--- src/rtl/burst_addr_pkg.sv ---
package burst_addr_pkg;
    localparam int ADDR_W = 15;

    typedef enum logic [1:0] {
        OP_CLEAR = 2'd0,
        OP_LOAD  = 2'd1,
        OP_HOLD  = 2'd2,
        OP_STEP  = 2'd3
    } op_e;
endpackage

--- src/rtl/burst_op_decode.sv ---
module burst_op_decode
    import burst_addr_pkg::*;
(
    input  logic clear_n_i,
    input  logic strobe_n_i,
    input  logic step_n_i,
    output op_e  op_o
);
    // Fixed priority: clear, then load, then advance/hold.
    always_comb begin
        if (!clear_n_i)       op_o = OP_CLEAR;
        else if (!strobe_n_i) op_o = OP_LOAD;
        else if (!step_n_i)   op_o = OP_STEP;
        else                  op_o = OP_HOLD;
    end
endmodule

--- src/rtl/burst_addr_next.sv ---
module burst_addr_next
    import burst_addr_pkg::*;
#(
    parameter int AW = ADDR_W
) (
    input  op_e           op_i,
    input  logic [AW-1:0] cur_i,
    input  logic [AW-1:0] ext_i,
    output logic [AW-1:0] nxt_o
);
    localparam logic [AW-1:0] ONE  = AW'(1);
    localparam logic [AW-1:0] ZERO = '0;

    always_comb begin
        unique case (op_i)
            OP_CLEAR: nxt_o = ZERO;
            OP_LOAD:  nxt_o = ext_i;
            OP_STEP:  nxt_o = cur_i + ONE;   // modulo 2**AW wrap
            OP_HOLD:  nxt_o = cur_i;
            default:  nxt_o = cur_i;
        endcase
    end
endmodule

--- src/rtl/burst_addr_reg.sv ---
module burst_addr_reg #(
    parameter int AW = burst_addr_pkg::ADDR_W
) (
    input  logic          clk_i,
    input  logic          rst_n_i,
    input  logic [AW-1:0] d_i,
    output logic [AW-1:0] q_o
);
    logic [AW-1:0] q_r;

    always_ff @(posedge clk_i or negedge rst_n_i) begin
        if (!rst_n_i) q_r <= '0;
        else          q_r <= d_i;
    end

    always_comb q_o = q_r;
endmodule

--- src/rtl/burst_addr_ctrl.sv ---
module burst_addr_ctrl
    import burst_addr_pkg::*;
#(
    parameter int AW = ADDR_W
) (
    input  logic          clk_i,
    input  logic          rst_n_i,
    input  logic [AW-1:0] ext_addr_i,
    input  logic          strobe_n_i,
    input  logic          step_n_i,
    input  logic          clear_n_i,
    output logic [AW-1:0] addr_o
);
    op_e           op;
    logic [AW-1:0] cur_addr;
    logic [AW-1:0] nxt_addr;

    burst_op_decode u_dec (
        .clear_n_i  (clear_n_i),
        .strobe_n_i (strobe_n_i),
        .step_n_i   (step_n_i),
        .op_o       (op)
    );

    burst_addr_next #(.AW(AW)) u_next (
        .op_i  (op),
        .cur_i (cur_addr),
        .ext_i (ext_addr_i),
        .nxt_o (nxt_addr)
    );

    burst_addr_reg #(.AW(AW)) u_reg (
        .clk_i   (clk_i),
        .rst_n_i (rst_n_i),
        .d_i     (nxt_addr),
        .q_o     (cur_addr)
    );

    assign addr_o = cur_addr;
endmodule

--- config.mk ---
export PLATFORM = sky130hd
export DESIGN_NAME = burst_addr_ctrl
export DESIGN_NICKNAME = d
export VERILOG_FILES = /design/src/rtl/burst_addr_pkg.sv /design/src/rtl/burst_op_decode.sv /design/src/rtl/burst_addr_next.sv /design/src/rtl/burst_addr_reg.sv /design/src/rtl/burst_addr_ctrl.sv
export SDC_FILE = /design/constraint.sdc
export NUM_CORES = 1
export LEC_CHECK = 0
export BUFFER_PORTS_ARGS = -buffer_cell sky130_fd_sc_hd__clkbuf_2
export CORE_MARGIN = 5
export CORE_UTILIZATION = 23
export CTS_CLUSTER_SIZE = 16
export DETAILED_ROUTE_END_ITERATION = 16
export GPL_ROUTABILITY_DRIVEN = 0
export SETUP_SLACK_MARGIN = 0.05
export SLEW_MARGIN = 20
export SYNTH_ARGS = -nofsm -noshare
export SYNTH_HDL_FRONTEND = slang
export SYNTH_SLANG_ARGS = --single-unit
export TNS_END_PERCENT = 50
--- constraint.sdc ---
create_clock -name clk_i -period 2.8 [get_ports clk_i]
set_input_delay 0.56 -clock clk_i [delete_from_list [all_inputs] [get_ports clk_i]]
set_output_delay 0.56 -clock clk_i [all_outputs]
set_load 0.005 [all_outputs]
==> impl_results.md <==
* Adder-cell area share of the yosys netlist at 1.29%
* Detailed Route WL at 2580 µm
* Post-synthesis cell count at 114
* Ant. Diodes at 0
* Synth Warn # at 0
* Total track usage at 10.3%
* Root Buffer: clkbuf_8
* Post-CTS setup buffers at 0
* H-tree level count at 1
* Critical path peak fanout at 30
* Post-CTS Resized at 0
* Placeable Area at 0.00406 mm²
* Clk Latency, worst-skew pair at 0.25 ns
* Post-route clock period utilization at 57.2%
* Clock Path Buffers at 2
* FF+latch count, synth at 15
* Grt ovf at 0
* Hold Path Class: in2async
* RSZ-0062 raised after global routing: false
* Routed length per instance at 13.2 µm
* Kind of critical path: in2reg
* Final min period at 1.60 ns
* Fmax at 624 MHz
* First-pass GRT wire length at 4440 µm
* Clock Pin Slew Worst Setup and Hold Paths at 0.06 ns
* Clock Sink Count at 15
* Initial antenna violation count at 0
* Slew @ Worst Pin at 0.538 ns
* Syn Area/Cell at 8.53 µm²
* Starting DRC count in detailed routing at 92
* Final Non-Filler Cells at 196
* Final Skew at 0.00369 ns
* Vias in the first global route at 948
* Main combinational cell family by area after synthesis: simple AND/OR/NAND/NOR gates
* Routed vias at 881
* Final Setup Violations at 0
* Power Density at 422 mW/mm²
* Row count at 23
* Design Power at 0.516 mW
* Initial core utilization at 24.0%
* Dpl hpwl at 1840 µm
* Post-synthesis mux area share at 2.06%
* Hold-fix buffers at CTS at 0
* Pin count of the biggest net entering global routing at 31
* Post-Place Cells at 192
* Relative slew slack at 64.1%
* Required @ worst endpoint at 2.94 ns
* Max incr delay on CP at 0.43 ns
* Net count, final at 168
* Post-route design area at 0.00122 mm²
* Critical path data arrival time at 1.75 ns
* Post-synthesis xor/xnor area fraction at 11.7%
* CP max stage cell: clkbuf_2
* CP startpoint kind: input pin
* Max VDD drop at 0.145 mV
* PortBufs at 34
* P&R area growth vs syn at 26.0%
* Pre-CTS WS at 0.941 ns
* CTS tree: done
* Via density at 4.49
* Die area at 0.00563 mm²
* Post-Synthesis Cell Area at 972 µm²
* Ports at 35
* MaxCap Viol Count at 0
* Outcome: finished, final reports clean
* Post-route ant nets at 0
* Yosys cell types at 28
* Max reg flops at 15
* Post-synthesis compound-gate area fraction at 15.6%
* Leakage at 0.552 nW
* Synth Area in Simple Gates at 24.7%
* Sequential-to-total area share from yosys stat at 38.6%
* CP cell instances: clkbuf_2 > nand3b_1 > o311ai_1
* Slew Viols, Final at 0
* Placed inst area at 0.00118 mm²
* CTS Buf Count at 3
* Layout cells sized above 1 at 28.1%
* Die extent in y at 75.0 µm
* Mapped Nets at 135
* Worst Setup Slack, final at 1.20 ns
* Worst Setup End Kind: register
* Residual DRC count at 0
* Die W at 75.0 µm
* Setup_tns at 0 ns
* Reg2reg path depth at 5
* DR pass1 iterations at 4
* Final Hold Viols at 0
worst max-delay path, delay by kind of cell:
family,cells,cell delay (ns)
buffers and inverters,1,0.43
AND/OR/NAND/NOR,1,0.39
AO/OA/AOI/OAI,1,0.37
per-layer routing:
| metal | share of wire, % | GRT usage, % | wire length, µm | vias to the layer above |
|---|---|---|---|---|
| li1 | - | - | - | 462 |
| met1 | 41 | 12.0 | 1060 | 400 |
| met2 | 53 | 18.2 | 1370 | 17 |
| met3 | 5.2 | 2.14 | 133 | 2 |
| met4 | 0.62 | 4.15 | 16 | 0 |
| met5 | 0 | 0 | 0 | - |
cell usage after synthesis (all sizes together):
cell,instances,share of area [%]
o21ai,17,9.1
dfrtp,15,39
nand2,14,5.4
xnor2,12,11
nand3,11,7.5
inv,9,3.5
nor3,5,2.6
clkbuf,4,1.5
nor4,4,2.6
a21oi,3,1.5
o211a,3,3.1
buf,2,1.0
mux2i,2,2.1
nand3b,2,1.5
nand4,2,1.9
nor2b,2,1.3
ha,1,1.3
nand4b,1,0.90
nor2,1,0.39
o2111ai,1,0.90
o311ai,1,0.90
or3,1,0.64
xor2,1,0.90
power breakdown:
part           leakage [nW]  internal [mW]  switching [mW]
combinational         0.332         0.0418          0.0442
sequential            0.197          0.231          0.0231
clock                0.0228          0.101          0.0760
total                 0.552          0.373           0.143
cells by family after synthesis:
| logic type | count (synthesis) |
|---|---|
| AND/OR/NAND/NOR | 43 |
| multiplexers | 2 |
| buffers and inverters | 15 |
| XOR/XNOR | 13 |
| AO/OA/AOI/OAI | 25 |
| flip-flops | 15 |
| adder cells (fa/ha/maj) | 1 |
worst paths after layout:
check,from,end,slack (ns)
max in group asynchronous,rst_n_i,u_reg.q_o[8],2.28
setup / recovery,strobe_n_i,u_reg.q_o[10],1.20
setup reg to reg,u_reg.q_o[0],u_reg.q_o[10],1.25
hold reg to reg,u_reg.q_o[14],u_reg.q_o[14],0.62
min in group clk_i,ext_addr_i[2],u_reg.q_o[2],0.54
hold / removal,rst_n_i,u_reg.q_o[4],0.23
layout make-up:
class	instances	area, µm²
tap	50	62.6
timing repair buffer	34	170
fill	434	2830
clock buffer	4	45.0
sequential	15	375
multi-input combinational	84	538
inverter	9	33.8
cells in the final DEF, fill, tap and decap left out:
cell type,count
nand4_1,1
clkbuf_1,1
nand3_2,1
o21ai_2,1
nor4_1,4
nor3_1,5
o21ai_0,13
nand4_2,1
nor2_1,1
nor2b_1,2
mux2i_1,2
ha_1,1
nand3_4,1
nand3b_1,2
nand3_1,9
xnor2_1,12
a21oi_1,3
clkbuf_2,34
clkbuf_8,3
or3_1,1
nand2_1,14
nand4b_1,1
dfrtp_1,15
o2111ai_1,1
o211a_1,3
xor2_1,1
inv_1,9
o21ai_1,3
o311ai_1,1
through the flow:
stage	util, %	hold slack (ns)
detailed placement	29.1	0.501
CTS	30.2	0.233
global route	30.2	0.255
finish	30.2	0.229
global placement	29.1	0.500
floorplan	-	0.264
Power figures use the tool's default switching activity.
